$ cat config.mk
export PLATFORM = sky130hd
export DESIGN_NAME = dma_xfer_ctrl
export DESIGN_NICKNAME = d
export VERILOG_FILES = /design/src/rtl/dma_xfer_ctrl.sv
export SDC_FILE = /design/constraint.sdc
export NUM_CORES = 1
export LEC_CHECK = 0
export ABC_AREA = 1
export ABC_CLOCK_PERIOD_IN_PS = 2460
export BUFFER_PORTS_ARGS = -buffer_cell sky130_fd_sc_hd__buf_2
export CAP_MARGIN = 20
export CORE_MARGIN = 2
export CORE_UTILIZATION = 45
export CTS_CLUSTER_SIZE = 16
export DETAILED_ROUTE_END_ITERATION = 6
export PLACE_DENSITY_LB_ADDON = 0.1
export SLEW_MARGIN = 40
export SYNTH_ARGS = -nofsm -noshare
export SYNTH_HDL_FRONTEND = slang
export SYNTH_SLANG_ARGS = --single-unit
export TNS_END_PERCENT = 1
$ cat constraint.sdc
create_clock -name clk -period 2.46 [get_ports clk]
set_input_delay 0.369 -clock clk [delete_from_list [all_inputs] [get_ports clk]]
set_output_delay 0.369 -clock clk [all_outputs]
set_load 0.01 [all_outputs]
$ cat src/rtl/dma_xfer_ctrl.sv
module dma_xfer_ctrl #(
  parameter int DATA_W = 16,
  parameter int CNT_W  = 16
) (
  input  logic        clk,
  input  logic        rst_n,
  input  logic [1:0]  reg_addr,
  input  logic        reg_wr,
  input  logic [15:0] reg_wdata,
  output logic [15:0] reg_rdata,
  output logic        dreq,
  input  logic        dack,
  input  logic        dstrobe,
  output logic        eot_pulse,
  output logic        buf_upd,
  output logic        irq_eot,
  output logic [4:0]  buf_sel,
  output logic        dir_write,
  output logic        burst_err
);
  localparam logic [CNT_W-1:0] BPB = CNT_W'(DATA_W / 8);

  logic [7:0]       cfg;
  logic [CNT_W-1:0] cnt;
  logic             active, dreq_q, eot_q, irq_q;
  logic [3:0]       beats;

  function automatic logic bad_code(input logic [1:0] code);
    return (code == 2'b11) || (DATA_W == 32 && code == 2'b10);
  endfunction

  wire cfg_wr = reg_wr && reg_addr == 2'd0;
  wire cnt_wr = reg_wr && reg_addr == 2'd1;
  wire irq_wr = reg_wr && reg_addr == 2'd2;
  wire cnt_en = cfg[7];
  wire dma_en = cfg[4];
  wire xfer   = dreq_q && dack && dstrobe;

  logic [3:0] beats_cfg;
  always_comb begin
    case (cfg[6:5])
      2'b01:   beats_cfg = 4'd4;
      2'b10:   beats_cfg = 4'd8;
      default: beats_cfg = 4'd1;
    endcase
  end

  wire [CNT_W-1:0] burst_bytes = CNT_W'(beats_cfg) * BPB;
  wire [CNT_W-1:0] cnt_next    = (cnt > BPB) ? cnt - BPB : '0;
  wire             done        = xfer && cnt_next == '0;
  wire             arm = cfg_wr && reg_wdata[4] && !dma_en && reg_wdata[7]
                         && cnt != '0 && !bad_code(reg_wdata[6:5]);
  wire             stop = cfg_wr && !reg_wdata[4];

  always_ff @(posedge clk) begin
    if (!rst_n) begin
      cfg    <= '0;
      cnt    <= '0;
      active <= 1'b0;
      dreq_q <= 1'b0;
      beats  <= '0;
      eot_q  <= 1'b0;
      irq_q  <= 1'b0;
    end else begin
      if (cfg_wr) cfg <= reg_wdata[7:0];

      if (xfer) cnt <= cnt_next;
      else if (cnt_wr && cnt_en && !active) cnt <= reg_wdata[CNT_W-1:0];

      if (arm) active <= 1'b1;
      else if (done || stop) active <= 1'b0;

      if (stop) dreq_q <= 1'b0;
      else if (xfer) begin
        beats <= beats - 4'd1;
        if (beats == 4'd1 || cnt_next == '0) dreq_q <= 1'b0;
      end else if (active && !dreq_q && cnt != '0) begin
        dreq_q <= 1'b1;
        beats  <= (cnt >= burst_bytes) ? beats_cfg : 4'd1;
      end

      eot_q <= done;

      if (done) irq_q <= 1'b1;
      else if (irq_wr && reg_wdata[2]) irq_q <= 1'b0;
    end
  end

  always_comb begin
    case (reg_addr)
      2'd0:    reg_rdata = {8'h00, cfg};
      2'd1:    reg_rdata = 16'(cnt);
      2'd2:    reg_rdata = {13'd0, irq_q, 2'b00};
      default: reg_rdata = '0;
    endcase
  end

  assign dreq      = dreq_q;
  assign eot_pulse = eot_q;
  assign buf_upd   = eot_q;
  assign irq_eot   = irq_q;
  assign dir_write = cfg[0];
  assign buf_sel   = cfg[3] ? 5'b10000 : (5'b00001 << cfg[2:1]);
  assign burst_err = dma_en && bad_code(cfg[6:5]);
endmodule


**Word-level counts from Yosys, hierarchy flattened**

Cells that the tools add are included.

- Bits in registers: 32
- Bits of input ports: 23
- Output and inout bits: 27
- Logic and storage cells: 73

- Add/subtract/negate cells: 2
- $lt $le $gt $ge: 2
- Equal/unequal tests: 8
- Shift-type cells: 1
- Multiplexer cells: 16
- Bitwise operators: 2
- Reduce and logical (&&, ||, !) cells: 35

Operators with widths:

| kind | count |
|---|---|
| $mux 16 | 3 |
| $pmux 16 s3 | 1 |
| $logic_and 1x1->1 | 18 |
| $ge 16x5->1 | 1 |
| $gt 16x2->1 const B | 1 |
| $logic_not 16->1 | 1 |
| $reduce_bool 16->1 | 1 |
| $sub 16x2->16 const B | 1 |
| $mux 4 | 3 |
| $eq 2x2->1 const B | 4 |
| $pmux 4 s2 | 1 |
| $reduce_bool 2->1 | 4 |
| $mux 1 | 7 |
| $logic_not 1->1 | 5 |
| $mux 5 | 1 |
| $shl 1x2->5 const A | 1 |
| $eq 2x1->1 const B | 2 |
| $eq 4x1->1 const B | 1 |
| $reduce_and 2->1 | 2 |
| $sub 4x1->4 const B | 1 |
| $logic_not 2->1 | 1 |
| $logic_or 1x1->1 | 2 |
| $ne 2x1->1 const B | 1 |
| $not 1->1 | 2 |
| $reduce_or 2->1 | 1 |

**Depth between registers and ports, before layout**

- Depth in word-level cells: 8
- Gate-level depth with buffers: 14
- Mapped depth without buffers: 14

**Least setup slack after synthesis**

OpenSTA, ideal clock, no wires.

- Path type: reg2reg
- Start point: register cfg[5]
- End point: register beats[3]
- Setup time: 0.117 ns
- Arrival: 1.578 ns
- Required time: 2.343 ns
- Path slack: 0.764 ns
- Stages on the path, launching flop included: 12
- Buffers on the path: 0
- Period minus slack after synthesis: 1.696 ns
- Cells stage by stage: dfxtp_1 > inv_1 > ha_1 > ha_1 > nand2_1 > a31oi_1 > o21ai_0 > nand3_1 > nand3_1 > o31ai_1 > nor2_1 > nor2_1

- Word-level cells in the longest chain between the ends: 6
- Elaborated cells between the ends (all ways): 7
- Classes of those cells: order compare: 1; eq/ne: 2; mux: 4

Ends and longest elaborated chain:

| element | line | source |
|---|---|---|
| start, declared | 23 | `logic [7:0] cfg;` |
| start signal, assigned | 65 | `if (cfg_wr) cfg <= reg_wdata[7:0];` |
| $eq 2x2->1 / $eq 2x1->1 (equally long branches) | 41 | `case (cfg[6:5])` |
| $pmux 4 s2 (*) | 41 |  |
| $ge 16x5->1 | 79 | `beats <= (cnt >= burst_bytes) ? beats_cfg : 4'd1;` |
| $mux 4 (*) | 79 |  |
| $mux 4 (*) | 77 | `end else if (active && !dreq_q && cnt != '0) begin` |
| $mux 4 (*) | 74 | `else if (xfer) begin` |
| end signal, assigned | 75 | `beats <= beats - 4'd1;` |
| end signal, assigned | 79 |  |
| end, declared | 26 | `logic [3:0] beats;` |

Mark *: on every way between the ends. The rest lies on a longest branch, timed or not. The select of a mux whose other input is x is not followed.
A chain may end at the register's enable or synchronous reset.

**Worst setup path after layout**

- Start point: register cnt[2]
- End point: register active

- Word-level cells in the longest chain between the ends: 6
- Elaborated cells between the ends (all ways): 11
- Classes of those cells: add/sub: 1; order compare: 1; mux: 2; reduce/logical: 7

Ends and longest elaborated chain:

| element | line | source |
|---|---|---|
| start, declared | 24 | `logic [CNT_W-1:0] cnt;` |
| start signal, assigned | 67 | `if (xfer) cnt <= cnt_next;` |
| start signal, assigned | 68 | `else if (cnt_wr && cnt_en && !active) cnt <= reg_wdata[CNT_W-1:0];` |
| $sub 16x2->16 / $gt 16x2->1 (equally long branches) | 49 | `wire [CNT_W-1:0] cnt_next = (cnt > BPB) ? cnt - BPB : '0;` |
| $mux 16 | 49 |  |
| $logic_not 16->1 | 50 | `wire done = xfer && cnt_next == '0;` |
| $logic_and 1x1->1 | 50 |  |
| $logic_or 1x1->1 | 71 | `else if (done \|\| stop) active <= 1'b0;` |
| $reduce_bool 2->1 (no source line) | - |  |
| end signal, assigned | 59 | `active <= 1'b0;` |
| end signal, assigned | 70 | `if (arm) active <= 1'b1;` |
| end signal, assigned | 71 |  |
| end, declared | 25 | `logic active, dreq_q, eot_q, irq_q;` |

Parallel ways exist; a longest one is shown, timed or not.

==> impl_metrics.toml <==
[floorplan]
start_util = 0.476
num_rows = 25
ioPinCount = 50
die_w_um = 75.4
dieHeight_um = 75.4
fp.coreArea_um2 = 4820
die_area_um2 = 5690

[final_layout]
fin_nets = 435
nFillCells = 547
layout_common_cells = "nand2_1 (57), buf_2 (49), nor2_1 (48)"
layout_commonest_cell = "nand2_1"
diodes = 0
area_delta_synth_final_pct = 16.9
drive_gt1_frac = 0.208
final_cells = 470

[sta]
hold_ws_ns = 0.346
slew_violations = 0
finalCritPeriodShare = 0.822
clock-skew-final_ns = 0.00430
tightest_slew_ns = 0.823
max_freq_mhz = 495
fin_crit_ns = 2.02
setup_tns_ns = 0
setup_viol = 0
slew_headroom = 0.451
final-hold-violation-count = 0
rsz0062_at_grt = "false"

[hold_path]
hold_end = "cfg[3]"
hp-class = "in2reg"
hp-start = "reg_wdata[3]"
whs_path_depth = 3

[critical_path]
cp_max_fo = 16
cp.required_ns = 2.59
r2r_end = "active"
reg2reg_depth = 13
path_class = "reg2reg"
cp.arrival_ns = 2.15
r2r-start = "cnt[2]"
end_kind = "flip-flop"
start_kind = "flip-flop"
r2r_slack_ns = 0.44

[global_route]
busiest_layer = "met2"
grt_pass1_vias = 2312
grtUsageMet1 = 0.352
grt_util_met3 = 0.0463
met2_usage = 0.418
grt_max_degree = 23
grt_pass1_wl_mm = 11.0
globalRouteTotalUtil = 0.257
antenna_found_initial = 0
overflow = 0

[synth]
yosysTopAreaCellShare = 0.279
syn-num-nets = 389
yosys-top-cells-area = "dfxtp_1 (28%), nand2_1 (9.3%), nand3_1 (8.1%)"
synth_seq_cells = 32
avgSynthCellArea_um2 = 6.45
ys_seq_area_frac = 0.279
syn_inst = 356
synth_top_cell_by_area = "dfxtp_1"
ys_warn_count = 0
yosysUniqueCellTypes = 36
syn_area_um2 = 2290

[cts]
cts_buffers = 5
cts_hold_buf = 0
cts_resized = 0
clk_latency_ns = 0.28
cts_setup_buffers = 0
htreeDepth = 2
clk_pin_slew_worst_paths_ns = 0.07
clockRootBuffer = "clkbuf_8"
cts_tree = "yes"
cts_buffer_depth = 2
cts.sinks = 32

[drt]
wire_per_inst_um = 14.3
dr_total_vias = 2499
final_antenna_net_count = 0
drcViolationCount = 0
first_pass_iters = 4
drt-vias-per-instance = 5.32
wl_mm = 6.74
drtIter0Drc = 174

[flow_run]
max_cap_violations = 0

[placed_design]
routabilityCongestion = 0.890
dp.cells = 462
portBuffers = 49
place_hpwl_mm = 5.06

[pwr]
seqPwrFrac = 0.474
p_per_area_nw_per_um2 = 419
netSwitchingPower_w = 0.000319
ir_drop_v = 0.000222
p_int_w = 0.000806
leakagePower_nw = 1.23
pwr-share-clk = 0.385
swShare = 0.284
power_frac_comb = 0.141

[outcome]
outcome = "complete, no violations"
cell families (layout without fill, tap and decap cells):
logic type,after synthesis,in the layout,synth area share
AOI/OAI and AO/OA,71,71,0.184
xor gates and xnor gates,3,3,0.0115
DFF,32,32,0.279
and+or+nand+nor,175,175,0.358
buffers and inverters,65,112,0.113
adders and majority gates,10,10,0.0545
through the flow:
step / total power, W / utilization / setup WS, ns / area (um2)
2_1_floorplan: 0.000648 / - / 0.764 / 2290
3_3_place_gp: 0.000703 / 0.537 / 0.401 / 2590
3_5_place_dp: 0.000703 / 0.538 / 0.432 / 2590
5_1_grt: 0.00118 / 0.557 / 0.247 / 2680
4_1_cts: 0.00113 / 0.557 / 0.437 / 2680
6_report: 0.00112 / 0.557 / 0.439 / 2680
worst max-delay path, cell delays in order, from the launching register on:
cell and delay, ns:
dfxtp_1 0.35, inv_1 0.16, ha_1 0.17, nand3_1 0.09, nor2_1 0.14, nand2_2 0.10, nand2_4 0.12, inv_4 0.10
o21ai_1 0.10, nand3_1 0.13, nor2_2 0.17, nand2_2 0.11, nand2_1 0.07, a21oi_1 0.05
registers in the layout (all words and copies together) (netlist names):
| signal | count |
|---|---|
| dreq | 1 |
| irq_eot | 1 |
| cnt | 16 |
| buf_upd | 1 |
| active | 1 |
| beats | 4 |
| cfg | 8 |
cell type report:
cell class	count	area (um2)	share of cell area
Clock buffer	6	82.6	0.0308
Clock inverter	2	10.0	0.00373
Inverter	51	194	0.0723
Multi-Input combinational cell	259	1400	0.521
Sequential cell	32	641	0.239
Tap cell	67	83.8	0.0313
Timing Repair Buffer	53	275	0.103
worst max path at each step:
| stage | start | end | cells past startpoint |
|---|---|---|---|
| 3_3_place_gp | reg_addr[0] | cnt[13] | 10 |
| 6_report | cnt[2] | active | 13 |
| 2_1_floorplan | cfg[5] | beats[3] | 11 |
| 4_1_cts | cnt[2] | active | 13 |
| 3_5_place_dp | reg_addr[1] | active | 11 |
| 5_1_grt | cnt[2] | active | 13 |
synthesized netlist by cell type (all sizes together):
master,instances
clkbuf,8
inv,51
buf,6
nand2,63
nand4,7
a21oi,19
ha,10
a311oi,1
a31oi,10
o22ai,5
o211ai,6
dfxtp,32
nor2,58
nor4,2
nor3,6
a221oi,2
o21ai,23
xor2,2
a211oi,3
o31ai,1
o221ai,1
xnor2,1
nand3,37
and2,2
power groups by stage:
stage	combinational [W]	clock, W	sequential (W)
6_report	0.000159	0.000433	0.000533
5_1_grt	0.000181	0.000460	0.000534
4_1_cts	0.000159	0.000440	0.000533
3_5_place_dp	0.000158	0	0.000545
3_3_place_gp	0.000157	0	0.000545
2_1_floorplan	0.000104	0	0.000544
routing by layer:
| layer | vias to the layer above | share of wire |
|---|---|---|
| li1 | 1282 | - |
| met1 | 1132 | 0.46 |
| met2 | 76 | 0.47 |
| met3 | 9 | 0.064 |
| met4 | 0 | 0.011 |
| met5 | - | 0 |
Note: power is estimated with default switching activity, not from simulation.
